**src/rtl/scanline_irq_pkg.sv**
```systemverilog
package scanline_irq_pkg;

    typedef enum logic [1:0] {
        SEL_RELOAD = 2'd0,
        SEL_CTRL   = 2'd1,
        SEL_ACK    = 2'd2,
        SEL_SPARE  = 2'd3
    } reg_sel_e;

    typedef enum logic {
        CNT_IDLE = 1'b0,
        CNT_RUN  = 1'b1
    } cnt_state_e;

    typedef enum logic {
        IRQ_IDLE   = 1'b0,
        IRQ_RAISED = 1'b1
    } irq_state_e;

    typedef enum logic {
        LINE_MODE0 = 1'b0,
        LINE_MODE1 = 1'b1
    } line_mode_e;

endpackage

```
**src/rtl/irq_reg_decode.sv**
```systemverilog
module irq_reg_decode
    import scanline_irq_pkg::*;
#(
    parameter int DATA_W = 8
) (
    input  logic              clk,
    input  logic              rst_n,
    input  logic              wr_en,
    input  logic [1:0]        wr_sel,
    input  logic [DATA_W-1:0] wr_data,
    output logic              reload_wr,
    output logic [DATA_W-1:0] reload_val,
    output logic              ack_wr,
    output logic              ctrl_wr,
    output logic              disable_wr,
    output logic              enable,
    output line_mode_e        mode
);

    reg_sel_e sel;

    always_comb begin
        sel        = reg_sel_e'(wr_sel);
        reload_wr  = 1'b0;
        ack_wr     = 1'b0;
        ctrl_wr    = 1'b0;
        reload_val = wr_data;
        if (wr_en) begin
            unique case (sel)
                SEL_RELOAD: reload_wr = 1'b1;
                SEL_CTRL:   ctrl_wr   = 1'b1;
                SEL_ACK:    ack_wr    = 1'b1;
                SEL_SPARE:  ;
            endcase
        end
        disable_wr = ctrl_wr && !wr_data[0];
    end

    always_ff @(posedge clk or negedge rst_n) begin
        if (!rst_n) begin
            enable <= 1'b0;
            mode   <= LINE_MODE0;
        end else if (ctrl_wr) begin
            enable <= wr_data[0];
            mode   <= wr_data[1] ? LINE_MODE1 : LINE_MODE0;
        end
    end

    // the unused select leaves control state alone
    p_spare_ignored_r10: assert property (@(posedge clk) disable iff (!rst_n)
        (wr_en && wr_sel == 2'd3) |=> ($stable(enable) && $stable(mode)))
        else $error("spare write changed control");

endmodule

```
**src/rtl/line_prescaler.sv**
```systemverilog
module line_prescaler
    import scanline_irq_pkg::*;
#(
    parameter int NTSC_LONG   = 114,
    parameter int NTSC_PHASES = 3,
    parameter int PAL_BASE    = 106,
    parameter int PAL_PHASES  = 16,
    parameter int PAL_EXTRA   = 9
) (
    input  logic       clk,
    input  logic       rst_n,
    input  logic       restart,
    input  logic       run,
    input  line_mode_e mode,
    output logic       line_tick
);

    localparam int CYC_W  = $clog2(NTSC_LONG);
    localparam int PH_MAX = (PAL_PHASES > NTSC_PHASES) ? PAL_PHASES : NTSC_PHASES;
    localparam int PH_W   = $clog2(PH_MAX);

    logic [PH_W-1:0]  phase_q, phase_d;
    logic [CYC_W-1:0] cyc_q, cyc_d, last_cyc;
    logic             wrap;

    function automatic logic [CYC_W-1:0] mode1_last(input logic [PH_W-1:0] p);
        int lo, hi;
        lo = (int'(p) * PAL_EXTRA) / PAL_PHASES;
        hi = ((int'(p) + 1) * PAL_EXTRA) / PAL_PHASES;
        return CYC_W'(PAL_BASE - 1 + ((hi != lo) ? 1 : 0));
    endfunction

    always_comb begin
        unique case (mode)
            LINE_MODE0: begin
                wrap     = (phase_q >= PH_W'(NTSC_PHASES - 1));
                last_cyc = wrap ? CYC_W'(NTSC_LONG - 2) : CYC_W'(NTSC_LONG - 1);
            end
            LINE_MODE1: begin
                wrap     = (phase_q >= PH_W'(PAL_PHASES - 1));
                last_cyc = mode1_last(phase_q);
            end
        endcase
        line_tick = run && (cyc_q >= last_cyc);
    end

    always_comb begin
        phase_d = phase_q;
        cyc_d   = cyc_q;
        if (restart) begin
            phase_d = '0;
            cyc_d   = '0;
        end else if (line_tick) begin
            phase_d = wrap ? '0 : phase_q + 1'b1;
            cyc_d   = '0;
        end else if (run) begin
            cyc_d   = cyc_q + 1'b1;
        end
    end

    always_ff @(posedge clk or negedge rst_n) begin
        if (!rst_n) begin
            phase_q <= '0;
            cyc_q   <= '0;
        end else begin
            phase_q <= phase_d;
            cyc_q   <= cyc_d;
        end
    end

    // the cycle count never passes the longest line
    p_cyc_bound_r2: assert property (@(posedge clk) disable iff (!rst_n)
        cyc_q < CYC_W'(NTSC_LONG))
        else $error("cycle count overran");

    // a reload returns the divider to its origin
    p_restart_origin_r4: assert property (@(posedge clk) disable iff (!rst_n)
        restart |=> (phase_q == '0 && cyc_q == '0))
        else $error("restart did not clear divider");

    // a stopped divider holds its place
    p_frozen_hold_r7: assert property (@(posedge clk) disable iff (!rst_n)
        (!run && !restart) |=> ($stable(cyc_q) && $stable(phase_q)))
        else $error("divider moved while stopped");

    // mode 1 phases stay within the sixteen-phase range
    p_mode1_phase_r3: assert property (@(posedge clk) disable iff (!rst_n)
        (mode == LINE_MODE1 && line_tick && !restart && phase_q == PH_W'(PAL_PHASES - 1))
        |=> phase_q == '0)
        else $error("mode 1 phase did not wrap");

endmodule

```
**src/rtl/scanline_down_counter.sv**
```systemverilog
module scanline_down_counter
    import scanline_irq_pkg::*;
#(
    parameter int CNT_W = 8
) (
    input  logic             clk,
    input  logic             rst_n,
    input  logic             load,
    input  logic [CNT_W-1:0] load_val,
    input  logic             line_tick,
    output logic             running,
    output logic             expire
);

    cnt_state_e       state_q, state_d;
    logic [CNT_W-1:0] count_q, count_d;

    always_ff @(posedge clk or negedge rst_n) begin
        if (!rst_n) begin
            state_q <= CNT_IDLE;
            count_q <= '0;
        end else begin
            state_q <= state_d;
            count_q <= count_d;
        end
    end

    always_comb begin
        state_d = state_q;
        count_d = count_q;
        unique case (state_q)
            CNT_IDLE: begin
                if (load) begin
                    count_d = load_val;
                    if (load_val != '0) state_d = CNT_RUN;
                end
            end
            CNT_RUN: begin
                if (load) begin
                    count_d = load_val;
                    if (load_val == '0) state_d = CNT_IDLE;
                end else if (line_tick) begin
                    count_d = count_q - 1'b1;
                    if (count_q == CNT_W'(1)) state_d = CNT_IDLE;
                end
            end
        endcase
    end

    always_comb begin
        running = (state_q == CNT_RUN);
        expire  = (state_q == CNT_RUN) && line_tick && !load && (count_q == CNT_W'(1));
    end

    // a reload lands in the count
    p_load_value_r4: assert property (@(posedge clk) disable iff (!rst_n)
        load |=> count_q == $past(load_val))
        else $error("reload value lost");

    // an idle counter stays idle without a reload
    p_idle_stays_r8: assert property (@(posedge clk) disable iff (!rst_n)
        (state_q == CNT_IDLE && !load) |=> state_q == CNT_IDLE)
        else $error("counter restarted by itself");

    // a zero reload disarms
    p_zero_disarm_r9: assert property (@(posedge clk) disable iff (!rst_n)
        (load && load_val == '0) |=> state_q == CNT_IDLE)
        else $error("zero reload armed counter");

    // without ticks the count holds
    p_count_hold_r7: assert property (@(posedge clk) disable iff (!rst_n)
        (!load && !line_tick) |=> $stable(count_q))
        else $error("count moved without tick");

endmodule

```
**src/rtl/irq_hold.sv**
```systemverilog
module irq_hold
    import scanline_irq_pkg::*;
(
    input  logic clk,
    input  logic rst_n,
    input  logic set,
    input  logic clear,
    output logic irq_n
);

    irq_state_e state_q, state_d;

    always_ff @(posedge clk or negedge rst_n) begin
        if (!rst_n) state_q <= IRQ_IDLE;
        else        state_q <= state_d;
    end

    always_comb begin
        state_d = state_q;
        unique case (state_q)
            IRQ_IDLE:   if (set && !clear) state_d = IRQ_RAISED;
            IRQ_RAISED: if (clear)         state_d = IRQ_IDLE;
        endcase
    end

    always_comb begin
        irq_n = (state_q != IRQ_RAISED);
    end

    // an expiry pulls the line low
    p_raise_r5: assert property (@(posedge clk) disable iff (!rst_n)
        (set && !clear) |=> !irq_n)
        else $error("expiry did not raise");

    // a raised request holds until released
    p_hold_r5: assert property (@(posedge clk) disable iff (!rst_n)
        (!irq_n && !clear) |=> !irq_n)
        else $error("request dropped early");

    // a release always frees the line
    p_release_r6: assert property (@(posedge clk) disable iff (!rst_n)
        clear |=> irq_n)
        else $error("release ignored");

endmodule

```
**src/rtl/scanline_irq_timer.sv**
```systemverilog
module scanline_irq_timer
    import scanline_irq_pkg::*;
#(
    parameter int CNT_W       = 8,
    parameter int NTSC_LONG   = 114,
    parameter int NTSC_PHASES = 3,
    parameter int PAL_BASE    = 106,
    parameter int PAL_PHASES  = 16,
    parameter int PAL_EXTRA   = 9
) (
    input  logic             clk,
    input  logic             rst_n,
    input  logic             wr_en,
    input  logic [1:0]       wr_sel,
    input  logic [CNT_W-1:0] wr_data,
    output logic             irq_n
);

    logic             reload_wr, ack_wr, ctrl_wr, disable_wr, enable;
    logic [CNT_W-1:0] reload_val;
    line_mode_e       mode;
    logic             line_tick, running, expire, div_run, irq_clear;

    irq_reg_decode #(.DATA_W(CNT_W)) u_decode (
        .clk        (clk),
        .rst_n      (rst_n),
        .wr_en      (wr_en),
        .wr_sel     (wr_sel),
        .wr_data    (wr_data),
        .reload_wr  (reload_wr),
        .reload_val (reload_val),
        .ack_wr     (ack_wr),
        .ctrl_wr    (ctrl_wr),
        .disable_wr (disable_wr),
        .enable     (enable),
        .mode       (mode)
    );

    always_comb begin
        div_run   = running && enable;
        irq_clear = ack_wr || disable_wr;
    end

    line_prescaler #(
        .NTSC_LONG   (NTSC_LONG),
        .NTSC_PHASES (NTSC_PHASES),
        .PAL_BASE    (PAL_BASE),
        .PAL_PHASES  (PAL_PHASES),
        .PAL_EXTRA   (PAL_EXTRA)
    ) u_prescaler (
        .clk       (clk),
        .rst_n     (rst_n),
        .restart   (reload_wr),
        .run       (div_run),
        .mode      (mode),
        .line_tick (line_tick)
    );

    scanline_down_counter #(.CNT_W(CNT_W)) u_counter (
        .clk       (clk),
        .rst_n     (rst_n),
        .load      (reload_wr),
        .load_val  (reload_val),
        .line_tick (line_tick),
        .running   (running),
        .expire    (expire)
    );

    irq_hold u_irq (
        .clk   (clk),
        .rst_n (rst_n),
        .set   (expire),
        .clear (irq_clear),
        .irq_n (irq_n)
    );

    // clearing the enable frees the interrupt line
    p_disable_release_r7: assert property (@(posedge clk) disable iff (!rst_n)
        (wr_en && wr_sel == 2'd1 && !wr_data[0]) |=> irq_n)
        else $error("disable did not release");

    // nothing expires while the enable is off
    p_no_expire_disabled_r1: assert property (@(posedge clk) disable iff (!rst_n)
        !enable |-> !expire)
        else $error("expiry while disabled");

    // an acknowledge write does not stop the count
    p_ack_keeps_run_r6: assert property (@(posedge clk) disable iff (!rst_n)
        (ack_wr && running && !line_tick) |=> running)
        else $error("acknowledge disturbed count");

endmodule

```
**config.mk**
```make
export PLATFORM = sky130hd
export DESIGN_NAME = scanline_irq_timer
export DESIGN_NICKNAME = d
export VERILOG_FILES = /design/src/rtl/scanline_irq_pkg.sv /design/src/rtl/irq_reg_decode.sv /design/src/rtl/line_prescaler.sv /design/src/rtl/scanline_down_counter.sv /design/src/rtl/irq_hold.sv /design/src/rtl/scanline_irq_timer.sv
export SDC_FILE = /design/constraint.sdc
export NUM_CORES = 1
export LEC_CHECK = 0
export BUFFER_PORTS_ARGS = -buffer_cell sky130_fd_sc_hd__buf_2
export CAP_MARGIN = 0
export CORE_AREA = 3 3 59 61
export CTS_BUF_LIST = sky130_fd_sc_hd__clkbuf_16
export DETAILED_ROUTE_END_ITERATION = 10
export DIE_AREA = 0 0 62 64
export GPL_TIMING_DRIVEN = 0
export PLACE_DENSITY_LB_ADDON = 0.25
export SETUP_SLACK_MARGIN = 0.05
export SLEW_MARGIN = 30
export SYNTH_ARGS = -nofsm -noshare
export SYNTH_HDL_FRONTEND = slang
export SYNTH_SLANG_ARGS = --single-unit
export TNS_END_PERCENT = 10
```
**constraint.sdc**
```tcl
create_clock -name clk -period 4.3 [get_ports clk]
set_input_delay 0.645 -clock clk [delete_from_list [all_inputs] [get_ports clk]]
set_output_delay 0.645 -clock clk [all_outputs]
set_load 0.005 [all_outputs]
```
==> impl_results.md, run 1 <==
- Outcome: completed
- Mapped Nets: 225
- Antenna violations before repair: 0
- Critical path depth: 15
- Post-Place Cells: 254
- Die area: 3968 um2
- Number of buffers created by CTS: 3
- Post-Synth Adder-Cell Area: 0.1119
- ANT nets after route: 0
- Synth Area in XOR/XNOR: 0.06528
- Endpoint class of the critical path: flip-flop
- Fin. Hold Viols: 0
- Number of max-cap violations: 0
- CP required: 4430 ps
- CP max stage delay: 460 ps
- Pin count of the biggest net entering global routing: 24
- Post-CTS Hold Fix Bufs: 0
- Fin cells: 260
- Critical path cell sequence: ha_2 > and3_1 > ha_1 > ha_1 > inv_1 > fa_2 > xor2_2 > nand4_1 > o21ai_1 > ha_1 > nand2b_1 > a211o_1 > a211o_1 > a311oi_2 > nor3_1
- Switching part of the total power: 0.3571
- Initial core utilization: 0.5760
- WHS: 350.4 ps
- Mux share of post-synthesis cell area: 0.01291
- Tot GR Track Use: 0.2369
- Row count: 20
- Worst EP arrival: 4210 ps
- Most used flip-flop cell after synthesis: dfrtp_1
- Num ports: 14
- Min cycle time layout: 4075 ps
- Critical path's slowest cell: fa_2
- RD Place Congestion: 0.9137
- H-tree depth: 1
- Setup CP Type: flip-flop to flip-flop
- Main combinational cell family by area after synthesis: simple AND/OR/NAND/NOR gates
- Register area share after synthesis: 0.3300
- Grt total ovfl: 0
- Core Region: 3028 um2
- Worst-path clk slew: 70 ps
- Post-synthesis compound-gate area fraction: 0.2088
- Highest clock rate: 245.4 MHz
- Static Leak: 0.0008575 uW
- Post-Route WL: 4.164 mm
- RSZ-0062 raised after global routing: yes
- CTS tree: built
- Crit start category: flip-flop
- Top cell type's share of synthesized area: 0.3300
- Post-synthesis average cell area: 8.854 um2
- Top post-synthesis cells by area: dfrtp_1 33%, ha_1 10%, o21ai_0 5.5%
- Synth Warn #: 0
- Flop pwr share: 0.380
- Worst Skew: 8.890 ps
- Period utilisation layout: 0.9477
- Most used cell, CP: ha_1
- Power share of the clock group: 0.270
- WP buf/inv: 1
- Layout cells sized above 1: 0.1713
- Switching pwr: 274.0 uW
- Final nets: 245
- First-pass GRT wire length: 7.162 mm
- Post-Synth Simple-Gate Area: 0.2174
- Worst Hold Class: input pin to asynchronous set/reset pin
- Post-synthesis instance area: 1744 um2
- Combinational power share: 0.350
- Worst-skew pair later-pin latency: 260 ps
- CP delay by family, top: adder cells
- Worst Reg-to-Reg Cells: 15
- Most common library cell in the layout ignoring fill and taps: dfrtp_1
- Wire per inst: 16.02 um
- Worst IR Drop VDD: 286.4 uV
- Cells after Synth: 197
- # diodes: 0
- Cell Pwr Density: 383.5 nW/um2
- Chip Height: 64 um
- Syn-to-layout area delta: 14.71%
- Vias per cell: 6.273
- Die width: 62 um
- Int Power: 493.3 uW
- #FFs+latches synth: 23
- Most frequent cells in the layout: 21 x dfrtp_1, 18 x o21ai_0, 15 x nor2_1
- Initial DRC Count: 71
- Post-synth EDFFs: 0
- # clock sinks: 23
- Number of remaining DRC errors: 0
- Via count: 1631
- # port buffers: 13
- Slew @ Worst Pin: 672.2 ps
- Setup TNS: 0 ps
- Relative slew margins: 0.5499
- Worst Path Max Fanout: 8
- Hpwl dp: 2.992 mm
- Filler cells: 250
- Yosys top cell by area: dfrtp_1
- Clock Tree Root: clkbuf_16
- Library cells used by synthesis: 45
- CTS max path bufs: 2
- Async set or reset register ratio after synthesis: 1.000
- Final setup viols: 0
- DR pass1 iterations: 5
- Max Slew Vio Count: 0
- Vias in the first global route: 1606
==> routing by layer <==
metal	wire, um	vias up	global-route usage
met5	0	-	0
met4	82	0	0.07958
met3	196	11	0.02828
met2	2106	51	0.3860
met1	1778	796	0.3171
li1	-	773	-
==> power groups by stage <==
stage               sequential [uW]  combinational [uW]  clock [uW]
floorplan                       281                 168           0
global placement                292                 217           0
detailed placement              294                 227           0
CTS                             290                 234         207
global route                    297                 301         222
finish                          292                 268         207
==> worst paths after layout <==
kind / start / slack, ps / endpoint
max: u_prescaler.phase_q[0] / 220 / u_counter.count_q[2]
min: rst_n / 350 / u_prescaler.cyc_q[4]
max reg2reg: u_prescaler.phase_q[0] / 220 / u_counter.count_q[2]
min reg2reg: u_irq.state_q / 500 / u_irq.state_q
max in group asynchronous: rst_n / 3560 / u_prescaler.phase_q[0]
min in group clk: u_irq.state_q / 500 / u_irq.state_q
==> sequential cells by signal (all words and copies together) (netlist names) <==
signal	count
u_prescaler.phase_q	4
u_decode.mode	1
u_decode.enable	1
u_counter.running	1
u_counter.count_q	8
u_irq.state_q	1
u_prescaler.cyc_q	7
==> stage by stage <==
stage               worst slack (ps)    util  cell area [um2]  total power [uW]
global placement               37.81  0.6157             1864             508.2
global route                  -1.307  0.6607             2001             819.4
floorplan                      349.5       -             1744             448.8
CTS                            69.01  0.6446             1952             731.2
detailed placement            -24.25  0.6157             1864             520.5
finish                         224.8  0.6607             2001             767.3
==> layout make-up <==
cell class | instances | area [um2] | share of cell area
timing repair buffer | 15 | 80.08 | 0.04002
clock inverter | 1 | 7.507 | 0.003752
buffer | 10 | 57.56 | 0.02877
clock buffer | 3 | 75.07 | 0.03752
tap | 44 | 55.05 | 0.02752
sequential | 23 | 578.1 | 0.2889
inverter | 11 | 41.29 | 0.02064
multi-input combinational | 153 | 1106 | 0.5528
==> cells in the mapped netlist (5+ instances only) <==
| master | count |
|---|---|
| a21oi_1 | 9 |
| a31oi_1 | 6 |
| clkbuf_1 | 6 |
| dfrtp_1 | 23 |
| ha_1 | 14 |
| inv_1 | 11 |
| nand2_1 | 10 |
| nand3_1 | 7 |
| nand4_1 | 8 |
| nor2_1 | 15 |
| o21ai_0 | 19 |
| xnor2_1 | 5 |
| xor2_1 | 8 |
==> repair_timing <==
action | 4_1_cts | 5_1_grt
resized for setup | 2 | 10
pin swaps | 0 | 2
buffers inserted | 0 | 2
setup endpoints to repair | 11 | 21
hold endpoints to repair | 0 | 0
==> cells by family after synthesis <==
family | count (synthesis)
xor gates and xnor gates | 13
adders and majority gates | 15
muxes | 2
AOI/OAI and AO/OA | 54
and+or+nand+nor | 69
buffers and inverters | 21
DFF | 23
(Power assumes the default switching activity.)
==> run 2: changes to the inputs <==
--- a/config.mk
+++ b/config.mk
@@ -13,7 +13,7 @@
 export DIE_AREA = 0 0 62 64
 export GPL_TIMING_DRIVEN = 0
 export PLACE_DENSITY_LB_ADDON = 0.25
-export SETUP_SLACK_MARGIN = 0.05
+export SETUP_SLACK_MARGIN = 0.5
 export SLEW_MARGIN = 30
 export SYNTH_ARGS = -nofsm -noshare
 export SYNTH_HDL_FRONTEND = slang
==> run 2 against run 1 <==
Core utilization grew 5.0 points. Flip-flop and latch count is the same. Combinational power grew 17%. Routed wire length grew 2.5%. Critical path depth grew 2. Global-route usage grew 1.1 points. Register-to-register slack gained 230 ps. Via count shrank 0.55%. Sequential share of layout area shrank 2.0 points. Critical path type unchanged. Largest cell class unchanged. Largest power group is now combinational cells. Highest routed layer unchanged.
==> impl_results.md, run 2 (synthesis results as in run 1) <==
- Chip Height: 64 um (unchanged)
- Fin. Hold Viols: 0 (unchanged)
- Worst Hold Class: input pin to asynchronous set/reset pin (unchanged)
- Worst IR Drop VDD: 252.5 uV (was 286.4 uV)
- CP delay by family, top: adder cells (unchanged)
- Number of max-cap violations: 0 (unchanged)
- Initial core utilization: 0.5760 (unchanged)
- Min cycle time layout: 3848 ps (was 4075 ps)
- H-tree depth: 1 (unchanged)
- Design area: 2153 um2 (was 2001 um2)
- Via count: 1622 (was 1631)
- Most used cell, CP: ha_4 (was ha_1)
- Worst Path Max Fanout: 5 (was 8)
- Syn-to-layout area delta: 23.46% (was 14.71%)
- First-pass GRT wire length: 7.493 mm (was 7.162 mm)
- Core Region: 3028 um2 (unchanged)
- Max Slew Vio Count: 0 (unchanged)
- Critical path cell sequence: ha_4 > and3_4 > ha_4 > ha_4 > inv_2 > fa_2 > xnor2_2 > nor3b_2 > a31oi_1 > o21ai_1 > ha_1 > nand2b_4 > a211o_1 > a211oi_2 > buf_4 > nor4_1 > or3_1 (was ha_2 > and3_1 > ha_1 > ha_1 > inv_1 > fa_2 > xor2_2 > nand4_1 > o21ai_1 > ha_1 > nand2b_1 > a211o_1 > a211o_1 > a311oi_2 > nor3_1)
- Static Leak: 0.0009071 uW (was 0.0008575 uW)
- Layout cells sized above 1: 0.2589 (was 0.1713)
- Pin count of the biggest net entering global routing: 24 (unchanged)
- Vias in the first global route: 1677 (was 1606)
- # port buffers: 13 (unchanged)
- Period utilisation layout: 0.8949 (was 0.9477)
- Grt total ovfl: 0 (unchanged)
- Clock Tree Root: clkbuf_16 (unchanged)
- Setup CP Type: flip-flop to flip-flop (unchanged)
- CTS max path bufs: 2 (unchanged)
- Multi-input gate area: 1186 um2 (was 1106 um2)
- Critical path depth: 17 (was 15)
- Final Util: 0.7112 (was 0.6607)
- Number of remaining DRC errors: 0 (unchanged)
- Filler cells: 242 (was 250)
- RD Place Congestion: 0.9273 (was 0.9137)
- WP buf/inv: 2 (was 1)
- Num ports: 14 (unchanged)
- Post-CTS Hold Fix Bufs: 0 (unchanged)
- Top flop regs: u_counter.count_q: 8 flops, u_prescaler.cyc_q: 7 flops, u_prescaler.phase_q: 4 flops (unchanged)
- Flop pwr share: 0.361 (was 0.380)
- Worst EP arrival: 3990 ps (was 4210 ps)
- Row count: 20 (unchanged)
- Power share of the clock group: 0.254 (was 0.270)
- Outcome: completed (unchanged)
- Wire per inst: 15.92 um (was 16.02 um)
- Antenna violations before repair: 0 (unchanged)
- RSZ-0062 raised after global routing: yes (unchanged)
- Hpwl dp: 3.063 mm (was 2.992 mm)
- Tot GR Track Use: 0.2476 (was 0.2369)
- Relative slew margins: 0.5283 (was 0.5499)
- # diodes: 0 (unchanged)
- Switching part of the total power: 0.3503 (was 0.3571)
- # clock sinks: 23 (unchanged)
- Seq. cell area: 578.1 um2 (unchanged)
- Worst Reg-to-Reg Cells: 17 (was 15)
- Die area: 3968 um2 (unchanged)
- ANT nets after route: 0 (unchanged)
- Area after DPL: 1877 um2 (was 1864 um2)
- Number of buffers created by CTS: 3 (unchanged)
- Setup TNS: 0 ps (unchanged)
- Most frequent cells in the layout: 21 x dfrtp_1, 15 x nor2_1, 15 x o21ai_0 (was 21 x dfrtp_1, 18 x o21ai_0, 15 x nor2_1)
- Combinational power share: 0.385 (was 0.350)
- Max reg flops: 8 (unchanged)
- DR pass1 iterations: 5 (unchanged)
- Die width: 62 um (unchanged)
- Most common library cell in the layout ignoring fill and taps: dfrtp_1 (unchanged)
- CP required: 4440 ps (was 4430 ps)
- Vias per cell: 6.052 (was 6.273)
- Endpoint class of the critical path: flip-flop (unchanged)
- Biggest register: u_counter.count_q (unchanged)
- Worst-skew pair later-pin latency: 260 ps (about the same)
- Reg-to-reg startpoint: u_prescaler.phase_q[1] (was u_prescaler.phase_q[0])
- CP max stage delay: 440 ps (was 460 ps)
- Final nets: 253 (was 245)
- CP startpoint: u_prescaler.phase_q[1] (was u_prescaler.phase_q[0])
- Critical path's slowest cell: dfrtp_2 (was fa_2)
- Crit start category: flip-flop (unchanged)
- Initial DRC Count: 57 (was 71)
- Worst-path clk slew: 60 ps (was 70 ps)
- Highest clock rate: 259.9 MHz (was 245.4 MHz)
- Slew @ Worst Pin: 704.4 ps (was 672.2 ps)
- Cell Pwr Density: 377.7 nW/um2 (was 383.5 nW/um2)
- Int Power: 528.4 uW (was 493.3 uW)
- Worst Skew: 4.748 ps (was 8.890 ps)
- CTS tree: built (unchanged)
- Post-Route WL: 4.267 mm (was 4.164 mm)
- Final setup viols: 0 (unchanged)
- Switching pwr: 285.0 uW (was 274.0 uW)
run 2: final timing paths:
path,to,slack (ps)
max in group asynchronous,u_prescaler.phase_q[0],3580
setup / recovery,u_counter.count_q[3],450
min in group clk,u_irq.state_q,490
hold / removal,u_prescaler.cyc_q[2],350
setup reg to reg,u_counter.count_q[3],450
hold reg to reg,u_irq.state_q,490
run 2: stage by stage:
stage               setup WS, ps  std cells  total power [uW]  hold WS (ps)
CTS                        503.8        265             807.4         364.4
finish                     451.9        268             813.3         348.3
detailed placement         182.4        254             532.9         480.9
global route               309.1        268             860.9         390.0
global placement           267.9        254             518.2         475.9
floorplan                  504.0        197             458.8         349.4
run 2: power groups by stage:
stage | combinational [uW] | sequential, uW | clock, uW
after floorplan | 178 | 281 | 0
after CTS | 303 | 292 | 212
final | 313 | 294 | 207
after global routing | 343 | 298 | 219
after detailed placement | 238 | 295 | 0
after global placement | 227 | 292 | 0
run 2: layout make-up:
type	count	area share
Multi-Input combinational cell	153	0.5508
Sequential cell	23	0.2684
Timing Repair Buffer	23	0.06682
Clock buffer	3	0.03486
Buffer	10	0.02963
Tap cell	44	0.02557
Inverter	11	0.02034
Clock inverter	1	0.003486
run 2: what timing repair did:
action,4_1_cts,5_1_grt
cloned,0,0
gates resized for setup,20,10
setup buffers,7,3
setup endpoints to repair,21,21
pin swaps,13,9
run 2: routing by layer:
metal / vias to the layer above / wire, um / track usage
li1: 790 / - / -
met2: 45 / 2154 / 0.4093
met4: 0 / 99 / 0.1034
met3: 11 / 169 / 0.03232
met1: 776 / 1843 / 0.3134
met5: - / 0 / 0
==> run 3: changes to the inputs <==
--- a/config.mk
+++ b/config.mk
@@ -7,15 +7,18 @@
 export LEC_CHECK = 0
 export BUFFER_PORTS_ARGS = -buffer_cell sky130_fd_sc_hd__buf_2
 export CAP_MARGIN = 0
-export CORE_AREA = 3 3 59 61
+export CELL_PAD_IN_SITES_DETAIL_PLACEMENT = 0
+export CELL_PAD_IN_SITES_GLOBAL_PLACEMENT = 1
+export CORE_AREA = 2 2 65 67
 export CTS_BUF_LIST = sky130_fd_sc_hd__clkbuf_16
 export DETAILED_ROUTE_END_ITERATION = 10
-export DIE_AREA = 0 0 62 64
+export DIE_AREA = 0 0 67 69
 export GPL_TIMING_DRIVEN = 0
 export PLACE_DENSITY_LB_ADDON = 0.25
 export SETUP_SLACK_MARGIN = 0.5
 export SLEW_MARGIN = 30
 export SYNTH_ARGS = -nofsm -noshare
 export SYNTH_HDL_FRONTEND = slang
+export SYNTH_HIERARCHICAL = 1
 export SYNTH_SLANG_ARGS = --single-unit
 export TNS_END_PERCENT = 10
==> run 3 against run 2 <==
The flow now finishes with violations (negative setup slack). Clock power decreased by 6%. Cell count shrank 5.6%. Non-clock buffer count decreased by 2. Synthesized cell count down 8.6%. Routed wire length down 11%. Area after synthesis decreased by 1.3%. Clock-buffer cell count unchanged. Via count decreased by 12%. Combinational power decreased by 33%. Critical endpoint is now u_counter/count_q[6]. Largest cell class unchanged. Highest routed layer unchanged.
==> impl_results.md, run 3 <==
- Synth Warn #: 6 (was 0)
- Worst Skew: 2.790 ps (was 4.748 ps)
- Initial core utilization: 0.4399 (was 0.5760)
- Most common library cell in the layout ignoring fill and taps: dfrtp_1 (unchanged)
- Wire per inst: 15.02 um (was 15.92 um)
- # clock sinks: 23 (unchanged)
- Endpoint class of the critical path: flip-flop (unchanged)
- Post-synthesis average cell area: 9.565 um2 (was 8.854 um2)
- Number of buffers created by CTS: 3 (unchanged)
- CTS max path bufs: 2 (unchanged)
- Grt total ovfl: 0 (unchanged)
- Number of max-cap violations: 0 (unchanged)
- Worst-skew pair later-pin latency: 250 ps (was 260 ps)
- Die width: 67 um (was 62 um)
- Cell Pwr Density: 331.9 nW/um2 (was 377.7 nW/um2)
- Clock Tree Root: clkbuf_16 (unchanged)
- Via count: 1424 (was 1622)
- Placement Setup Slack: -320.5 ps (was 182.4 ps)
- Top flop regs: u_counter/count_q: 8 flops, u_prescaler/cyc_q: 7 flops, u_prescaler/phase_q: 4 flops (was u_counter.count_q: 8 flops, u_prescaler.cyc_q: 7 flops, u_prescaler.phase_q: 4 flops)
- Failing checks: negative setup slack
- Min cycle time layout: 4349 ps (was 3848 ps)
- Layout cells sized above 1: 0.2759 (was 0.2589)
- Post-CTS Hold Fix Bufs: 0 (unchanged)
- DR pass1 iterations: 4 (was 5)
- Worst-path clk slew: 60 ps (about the same)
- Post-synthesis instance area: 1722 um2 (was 1744 um2)
- Worst Hold Class: input pin to asynchronous set/reset pin (unchanged)
- RSZ-0062 raised after global routing: yes (unchanged)
- Static Leak: 0.0009515 uW (was 0.0009071 uW)
- Pin count of the biggest net entering global routing: 24 (unchanged)
- Final Util: 0.5339 (was 0.7112)
- Slew @ Worst Pin: 720.1 ps (was 704.4 ps)
- Worst Path Max Fanout: 7 (was 5)
- Vias per cell: 5.628 (was 6.052)
- Mapped Nets: 208 (was 225)
- # port buffers: 7 (was 13)
- CTS tree: built (unchanged)
- Die area: 4623 um2 (was 3968 um2)
- Num ports: 14 (unchanged)
- Worst Reg-to-Reg Cells: 19 (was 17)
- Biggest register: u_counter/count_q (was u_counter.count_q)
- Row count: 23 (was 20)
- Max Slew Vio Count: 0 (unchanged)
- Post-Route WL: 3.801 mm (was 4.267 mm)
- Period utilisation layout: 1.011 (was 0.8949)
- Fin. Hold Viols: 0 (unchanged)
- Relative slew margins: 0.5195 (was 0.5283)
- ANT nets after route: 0 (unchanged)
- Worst EP arrival: 4470 ps (was 3990 ps)
- Outcome: finished with violations (was completed)
- First-pass GRT wire length: 7.086 mm (was 7.493 mm)
- Syn-to-layout area delta: 21.37% (was 23.46%)
- Worst IR Drop VDD: 187.8 uV (was 252.5 uV)
- Antenna violations before repair: 0 (unchanged)
- Max reg flops: 8 (unchanged)
- Vias in the first global route: 1590 (was 1677)
- Chip Height: 69 um (was 64 um)
- Number of remaining DRC errors: 0 (unchanged)
- CP required: 4420 ps (was 4440 ps)
- Tot GR Track Use: 0.1944 (was 0.2476)
- # diodes: 0 (unchanged)
- RD Place Congestion: 0.7504 (was 0.9273)
- Setup CP Type: flip-flop to flip-flop (unchanged)
- Crit start category: flip-flop (unchanged)
- Fin worst setup slack: -49.19 ps (was 451.9 ps)
- Core Region: 3914 um2 (was 3028 um2)
- Final setup viols: 2 (was 0)
- Most frequent cells in the layout: 21 x dfrtp_1, 19 x buf_4, 12 x nand2_1 (was 21 x dfrtp_1, 15 x nor2_1, 15 x o21ai_0)
- Highest clock rate: 229.9 MHz (was 259.9 MHz)
- Cells after Synth: 180 (was 197)
- Hpwl dp: 2.858 mm (was 3.063 mm)
- Initial DRC Count: 41 (was 57)
- H-tree depth: 1 (unchanged)
- Final nets: 232 (was 253)
## run 3: report_power, final
group	switching [uW]	internal, uW	total [uW]
Sequential	39.9	249	289
Clock	69.8	124	194
Combinational	97.0	114	211
Total	207	487	693
## run 3: path summary, 6_finish.rpt
path	start	to	slack, ps
max	u_prescaler/phase_q[1]	u_counter/count_q[6]	-50
min	rst_n	u_counter/count_q[0]	370
max reg2reg	u_prescaler/phase_q[1]	u_counter/count_q[6]	-50
min reg2reg	u_irq/state_q	u_irq/state_q	500
max in group asynchronous	rst_n	u_prescaler/phase_q[0]	3540
min in group clk	u_irq/state_q	u_irq/state_q	500
## run 3: worst max-delay path, cell delays in order (launching register included)
cell      delay [ps]
dfrtp_2          460
ha_4             180
and3_4           170
ha_4             270
ha_4             130
inv_2             30
fa_1             480
xnor2_2          160
a211o_1          240
o41ai_2          270
a41o_2           150
o21a_1           130
ha_1             220
nand2b_4         130
a211o_1          290
a211oi_4         290
nor2_4            90
nand4b_1         250
or4_1            160
o211ai_1         110
## run 3: timing repair
item | 4_1_cts | 5_1_grt
setup buffers | 11 | 1
endpoints found under the setup margin | 21 | 21
pin swaps | 8 | 6
endpoints found under the hold margin | 0 | 0
resized for setup | 6 | 3
## run 3: routing by layer
| layer | global-route usage | vias to the layer above | share of wire |
|---|---|---|---|
| met5 | 0 | - | 0 |
| met4 | 0.07256 | 0 | 0.017 |
| met3 | 0.02447 | 8 | 0.019 |
| met2 | 0.3245 | 19 | 0.51 |
| met1 | 0.2518 | 699 | 0.45 |
| li1 | - | 698 | - |
## run 3: metrics by stage
step / hold WS, ps / setup TNS [ps] / area (um2) / power (uW) / std cells
after floorplan: 349.4 / 0 / 1785 / 415.6 / 180
after global placement: 487.0 / -1950 / 1883 / 453.1 / 237
after detailed placement: 502.8 / -2692 / 1883 / 462.1 / 237
after CTS: 382.6 / -226.3 / 2082 / 704.1 / 252
after global routing: 406.6 / -2040 / 2090 / 745.1 / 253
final: 367.4 / -75.70 / 2090 / 693.5 / 253
## run 3: area by class of cell
class	instances	area, um2
Multi-Input combinational cell	133	1114
Tap cell	50	62.56
Clock inverter	1	3.754
Inverter	12	45.04
Timing Repair Buffer	19	128.9
Clock buffer	3	75.07
Fill cell	379	1824
Buffer	12	82.58
Sequential cell	23	578.1
